===== src/rtl/csd_recoder_pkg.sv =====
`timescale 1ns/1ps
package csd_recoder_pkg;
  typedef enum logic [1:0] {
    DIG_ZERO = 2'b00,
    DIG_POS  = 2'b01,
    DIG_NEG  = 2'b11
  } csd_digit_e;
endpackage


===== src/rtl/csd_step.sv =====
`timescale 1ns/1ps
// One recoding step: the current bit plus the incoming carry, looking one bit ahead.
module csd_step
  import csd_recoder_pkg::*;
(
  input  logic       bit_cur,
  input  logic       bit_next,
  input  logic       carry_in,
  output csd_digit_e digit,
  output logic       carry_out,
  output logic       nonzero
);
  logic [1:0] sum;

  always_comb begin
    sum = {1'b0, bit_cur} + {1'b0, carry_in};
    if (sum == 2'd1) begin
      if (bit_next) begin
        // Start of a run (or a carry joining a run): subtract here, carry upward.
        digit     = DIG_NEG;
        carry_out = 1'b1;
      end else begin
        digit     = DIG_POS;
        carry_out = 1'b0;
      end
    end else begin
      digit     = DIG_ZERO;
      carry_out = sum[1];
    end
    nonzero = (digit != DIG_ZERO);
  end
endmodule


===== src/rtl/csd_seq_ctrl.sv =====
`timescale 1ns/1ps
// Accepts a request when idle and then counts WIDTH+1 steps.
module csd_seq_ctrl #(
  parameter int WIDTH = 12
) (
  input  logic clk,
  input  logic rst,
  input  logic req,
  output logic accept,
  output logic busy,
  output logic last
);
  localparam int STEPS = WIDTH + 1;
  localparam int CW    = $clog2(STEPS + 1);

  logic [CW-1:0] step_cnt;

  assign accept = req && !busy;
  assign last   = busy && (step_cnt == CW'(STEPS - 1));

  always_ff @(posedge clk) begin
    if (rst) begin
      busy     <= 1'b0;
      step_cnt <= '0;
    end else if (accept) begin
      busy     <= 1'b1;
      step_cnt <= '0;
    end else if (busy) begin
      if (last) begin
        busy <= 1'b0;
      end else begin
        step_cnt <= step_cnt + 1'b1;
      end
    end
  end
endmodule


===== src/rtl/csd_recoder.sv =====
`timescale 1ns/1ps
module csd_recoder
  import csd_recoder_pkg::*;
#(
  parameter int WIDTH = 12
) (
  input  logic                          clk,
  input  logic                          rst,
  input  logic                          in_valid,
  input  logic [WIDTH-1:0]              in_word,
  output logic [2*(WIDTH+1)-1:0]        out_digits,
  output logic [$clog2(WIDTH+2)-1:0]    out_nonzero,
  output logic                          out_done
);
  localparam int ND   = WIDTH + 1;
  localparam int DW   = 2 * ND;
  localparam int CNTW = $clog2(WIDTH + 2);

  logic            accept;
  logic            busy;
  logic            last;
  logic [WIDTH:0]  bits_sr;
  logic            carry_q;
  logic [DW-1:0]   dig_acc;
  logic [CNTW-1:0] nz_acc;

  csd_digit_e      step_digit;
  logic            step_carry;
  logic            step_nz;
  logic [DW-1:0]   dig_next;
  logic [CNTW-1:0] nz_next;

  csd_seq_ctrl #(.WIDTH(WIDTH)) ctrl_i (
    .clk    (clk),
    .rst    (rst),
    .req    (in_valid),
    .accept (accept),
    .busy   (busy),
    .last   (last)
  );

  csd_step step_i (
    .bit_cur   (bits_sr[0]),
    .bit_next  (bits_sr[1]),
    .carry_in  (carry_q),
    .digit     (step_digit),
    .carry_out (step_carry),
    .nonzero   (step_nz)
  );

  // New digit enters at the top; after ND shifts, digit i sits at bits [2i+1:2i].
  assign dig_next = {step_digit, dig_acc[DW-1:2]};
  assign nz_next  = nz_acc + {{(CNTW-1){1'b0}}, step_nz};

  always_ff @(posedge clk) begin
    if (rst) begin
      bits_sr     <= '0;
      carry_q     <= 1'b0;
      dig_acc     <= '0;
      nz_acc      <= '0;
      out_digits  <= '0;
      out_nonzero <= '0;
      out_done    <= 1'b0;
    end else begin
      out_done <= 1'b0;
      if (accept) begin
        bits_sr <= {1'b0, in_word};
        carry_q <= 1'b0;
        dig_acc <= '0;
        nz_acc  <= '0;
      end else if (busy) begin
        bits_sr <= {1'b0, bits_sr[WIDTH:1]};
        carry_q <= step_carry;
        dig_acc <= dig_next;
        nz_acc  <= nz_next;
        if (last) begin
          out_digits  <= dig_next;
          out_nonzero <= nz_next;
          out_done    <= 1'b1;
        end
      end
    end
  end
endmodule


===== config.mk =====
export PLATFORM = sky130hd
export DESIGN_NAME = csd_recoder
export DESIGN_NICKNAME = d
export VERILOG_FILES = /design/src/rtl/csd_recoder_pkg.sv /design/src/rtl/csd_step.sv /design/src/rtl/csd_seq_ctrl.sv /design/src/rtl/csd_recoder.sv
export SDC_FILE = /design/constraint.sdc
export NUM_CORES = 1
export LEC_CHECK = 0
export CAP_MARGIN = 20
export CORE_ASPECT_RATIO = 0.8
export CORE_UTILIZATION = 35
export DETAILED_ROUTE_END_ITERATION = 12
export PLACE_DENSITY = 0.54
export SLEW_MARGIN = 10
export SYNTH_ARGS = -nofsm -noshare
export SYNTH_HDL_FRONTEND = slang
export SYNTH_HIERARCHICAL = 1
export SYNTH_SLANG_ARGS = --single-unit

===== constraint.sdc =====
create_clock -name clk -period 2.5 [get_ports clk]
set_clock_uncertainty 0.1 [all_clocks]
set_input_delay 0.375 -clock clk [delete_from_list [all_inputs] [get_ports clk]]
set_output_delay 0.375 -clock clk [all_outputs]
set_load 0.01 [all_outputs]

# Word-level counts from Yosys, hierarchy flattened
# Index checks and enable logic that the tools add are counted.
# op_classes
addsub	3
n_eq_ne	2
mux	10
bitwise_logic	3
n_reduce_logical	9
# op_table
cell	n
12-bit 2-to-1 mux	2
1-bit 2-to-1 mux	6
4-bit by 1-bit adder with 4-bit output	1
4-bit by 1-bit adder with 4-bit output, second input constant	1
4-bit equality test, second input constant	1
2-bit 2-to-1 mux	2
2-bit nonzero test	2
1-bit inverter	3
3-bit AND reduction	1
3-bit OR reduction	1
1-bit by 1-bit adder with 2-bit output	1
2-bit by 1-bit equality test with 1-bit output, second input constant	1
1-bit logical AND	2
2-bit AND reduction	1
2-bit OR reduction	1
1-bit logical NOT	1
# totals
regBits	79
out_inout_bits	31
elab_cells	36

# Longest topological paths before layout
# logic_depth
depth_word	5
ltp_mapped	9

# Hierarchy
# The synthesis kept the hierarchy.
# by_module_without_submodules
mod	n_inst	cells_each	area_each_um2
csd_recoder	1	287	2798.9
csd_seq_ctrl	1	33	296.5
csd_step	1	4	42.5

# Worst setup path after synthesis
# OpenSTA, ideal clock, no wires.
# synth_timing
kind	register to register
startpoint	register ctrl_i.step_cnt[0]
endpoint	register out_digits[18]
t_arrival_ps	1368
t_required_ps	2267
setup_slack_ps	898
path_stages_with_launch	10
path_cell_list	dfxtp_1 inv_1 ha_1 nand3_1 nor2_1 nand3b_1 buf_4 buf_4 nand2_1 a21oi_2
# synth_via
elab_chain_cells	3
# synth_rtl
element	line_no	text
start: declaration	csd_seq_ctrl.sv:16	logic [CW-1:0] step_cnt;
start signal: assignment	csd_seq_ctrl.sv:32	step_cnt <= step_cnt + 1'b1;
4-bit equality test	csd_seq_ctrl.sv:19	assign last = busy && (step_cnt == CW'(STEPS - 1));
1-bit logical AND	csd_seq_ctrl.sv:19	
named net last	csd_recoder.sv:21	logic last;
3-bit AND reduction (no source line)	-	
end signal: assignment	csd_recoder.sv:77	out_digits <= dig_next;
end: declaration	csd_recoder.sv:11	output logic [2*(WIDTH+1)-1:0] out_digits,
# The timed path passes the listed nets, and every way through them passes these cells.
# A chain may end at the register's enable or synchronous reset.

# Worst setup path in the final report
# layout_timing
startpoint	register ctrl_i.step_cnt[0]
endpoint	register out_nonzero[2]
# layout_via
elab_chain_cells	3
# layout_rtl
element	line_no	text
4-bit equality test	csd_seq_ctrl.sv:19	
1-bit logical AND	csd_seq_ctrl.sv:19	
named net last	csd_recoder.sv:21	
3-bit AND reduction (no source line)	-	
end signal: assignment	csd_recoder.sv:78	out_nonzero <= nz_next;
end: declaration	csd_recoder.sv:12	output logic [$clog2(WIDTH+2)-1:0] out_nonzero,
# The timed path passes the listed nets, and every way through them passes these cells.

==> impl_metrics.yaml <==
outcome:
  status: "completed"
power:
  p_int_w: 0.00170
  p_comb_share_pct: 7.2
  power_density_nw_per_um2: 595
  pwr-share-clk_pct: 36.4
  total_power_w: 0.00223
  p_seq_share_pct: 56.4
  swShare_pct: 23.7
  p_leak_nw: 1.35
  ir_worst_vdd_uv: 272
  switchingPower_w: 0.000529
sta:
  slew_violations: 0
  max_freq_mhz: 519
  period_needed_ps: 1930
  period_share_pct: 77.1
  timing.hold.ws_ps: 349
  timing.setup.tns_ps: 0
  setup_violations: 0
  worstMarginPinSlew_ps: 476
  maxSlewHeadroom_pct: 68.3
  rsz0062_at_grt: "no"
  hold_viol_final: 0
final_layout:
  finalNetCount: 383
  area_delta_synth_final_pct: 19.5
  fin_cells: 479
  diodes: 0
  drive_gt1_share_pct: 12.5
setup_path:
  cp-end-kind: "flip-flop"
  critPathKind: "flip-flop to flip-flop"
  start_kind: "flip-flop"
  crit_fanout: 32
  rrSetupSlack_ps: 570
  cp_data_required_time_ps: 2660
  cp.arrival_ps: 2090
drt:
  drt_pass1_iterations: 4
  avgViaCountPerCell: 4.57
  met2WireLength_um: 2450
  final_antenna_net_count: 0
  wl_met3_um: 217
  vias: 2187
  drcViolationCount: 0
  top_layer: "met4"
  m1WireLength_um: 3120
  wl_um: 5850
  routedWlPerCell_um: 12.2
  drt_iter0_markers: 84
clock_tree:
  cts_hold_buf: 0
  cts_setup_buffers: 0
  cts-buffers-inserted: 9
  clk_latency_ps: 340
  cts.path.max_buffers: 2
  cts.clk_slew.worst_paths_ps: 80
  htreeDepth: 3
  cts_sinks: 77
  root_buffer: "clkbuf_8"
  cts_resized: 0
  cts_tree: "yes"
placed_design:
  place_hpwl_um: 3790
  place_inst: 464
  port_buffers: 45
  gp_congestion: 0.659
synth:
  synthDistinctLibCells: 32
  postSynthCellCount: 324
  synthXorXnorAreaFrac_pct: 1.12
  synth-seq-cells: 77
  synth.avg_cell_area_um2: 9.69
  netlist.area_leader.share_pct: 49.1
  synth_mux_area_share_pct: 16.5
  syn_area_um2: 3140
  synth-compound-area-share_pct: 7.78
  synth_area_leaders: "dfxtp_1 (49%), mux2i_1 (12%), nand2_1 (6.9%)"
  synth_simple_gate_area_share_pct: 16.6
  yosys.area_share.adder_pct: 1.99
  ys_warn_count: 6
  synth_top_family_by_area: "simple AND/OR/NAND/NOR gates"
  ys_seq_area_share_pct: 49.1
  syn_nets: 344
  yosys.area.top_type: "dfxtp_1"
global_routing:
  grt_use_total_pct: 13.7
  grt_overflow_total: 0
  grt_pass1_vias: 2082
  grt_pass1_wl_um: 9780
  grt_max_degree: 33
  grt_antenna_before_repair: 0
floorplan:
  fp.dieArea_um2: 9350
  initial_core_util_pct: 36.5
  core_area_um2: 8600
  io_pins: 46
  fp.dieW_um: 108
  row_count: 30
  die_h_um: 86.7
hold_path:
  min_path_type: "input port to flip-flop"
run:
  drv_cap: 0
[power groups by stage]
| stage | Sequential, W | Combinational (W) | Clock, W |
|---|---|---|---|
| floorplan | 0.00128 | 0.000139 | 0 |
| global placement | 0.00129 | 0.000162 | 0 |
| detailed placement | 0.00129 | 0.000163 | 0 |
| CTS | 0.00126 | 0.000163 | 0.000849 |
| global route | 0.00126 | 0.000175 | 0.000900 |
| finish | 0.00126 | 0.000161 | 0.000812 |
[cell families (layout without fill, tap and decap cells)]
| family | count (synthesis) | in the layout |
|---|---|---|
| mux | 50 | 50 |
| xor+xnor | 4 | 4 |
| buf+inv | 29 | 72 |
| flops | 77 | 77 |
| fa+ha+maj | 5 | 5 |
| compound gates | 39 | 39 |
| simple gates | 120 | 120 |
[stage by stage]
| step | setup slack (ps) | instance area [um^2] | utilization [%] |
|---|---|---|---|
| after CTS | 562 | 3750 | 43.6 |
| final | 573 | 3750 | 43.6 |
| after global placement | 505 | 3580 | 41.7 |
| after floorplan | 898 | 3140 | - |
| after global routing | 380 | 3750 | 43.6 |
| after detailed placement | 480 | 3580 | 41.7 |
[worst paths after layout]
| path | start | to | depth (start not counted) |
|---|---|---|---|
| worst min-delay path | rst | bits_sr[10] | 2 |
| worst max register to register | ctrl_i/step_cnt[0] | out_nonzero[2] | 8 |
| worst min register to register | out_digits[17] | out_digits[17] | 2 |
| worst max-delay path | ctrl_i/step_cnt[0] | out_nonzero[2] | 8 |
[Yosys cell counts (all sizes together)]
library cell	count
buf	20
ha	5
o21ai	2
nand2b	2
and2	1
nor3b	1
nand4	2
mux2i	38
nor3	2
and3b	1
nand3	5
nor2	45
and3	1
mux2	12
xnor2	1
or2	1
inv	5
a211oi	3
nand3b	1
nand2	58
dfxtp	77
xor2	3
a21oi	34
clkbuf	4
[per-layer routing]
metal,vias to the layer above,GRT usage [%]
li1,1147,-
met4,0,5.23
met2,33,20.8
met1,1002,17.8
met3,5,4.81
met5,-,0
[layout by cell type (no fill, tap or decap), types with 6 or more instances in the layout]
| cell type | count |
|---|---|
| a21oi_2 | 7 |
| buf_4 | 7 |
| dfxtp_1 | 76 |
| mux2i_1 | 38 |
| clkbuf_8 | 10 |
| clkdlybuf4s50_1 | 44 |
| nand2_1 | 58 |
| nor2_1 | 45 |
| a21oi_1 | 27 |
| mux2_2 | 6 |
[registers in the layout, summed over array words and instances, names as in the netlist]
name / count
bits_sr: 12
dig_acc: 24
carry_q: 1
out_digits: 26
ctrl_i/step_cnt: 4
nz_acc: 4
out_nonzero: 4
out_done: 1
ctrl_i/busy: 1
[final cells by class]
type	instances	area, um^2
fillers	861	4850
flip-flops and latches	77	1540
multi-input cells	218	1380
repair buffers	52	498
clock buffers	11	141
well taps	112	140
clock inverters	4	25.0
inverters	5	18.8
[critical path: stages (launching register included)]
cell and delay, ps:
dfxtp_1 350, inv_1 80, ha_1 220, nand3_1 160, nor2_1 170, and3b_1 170, buf_4 320, nor2_1 100
a211oi_2 190
Note: power is estimated with default switching activity, not from simulation.
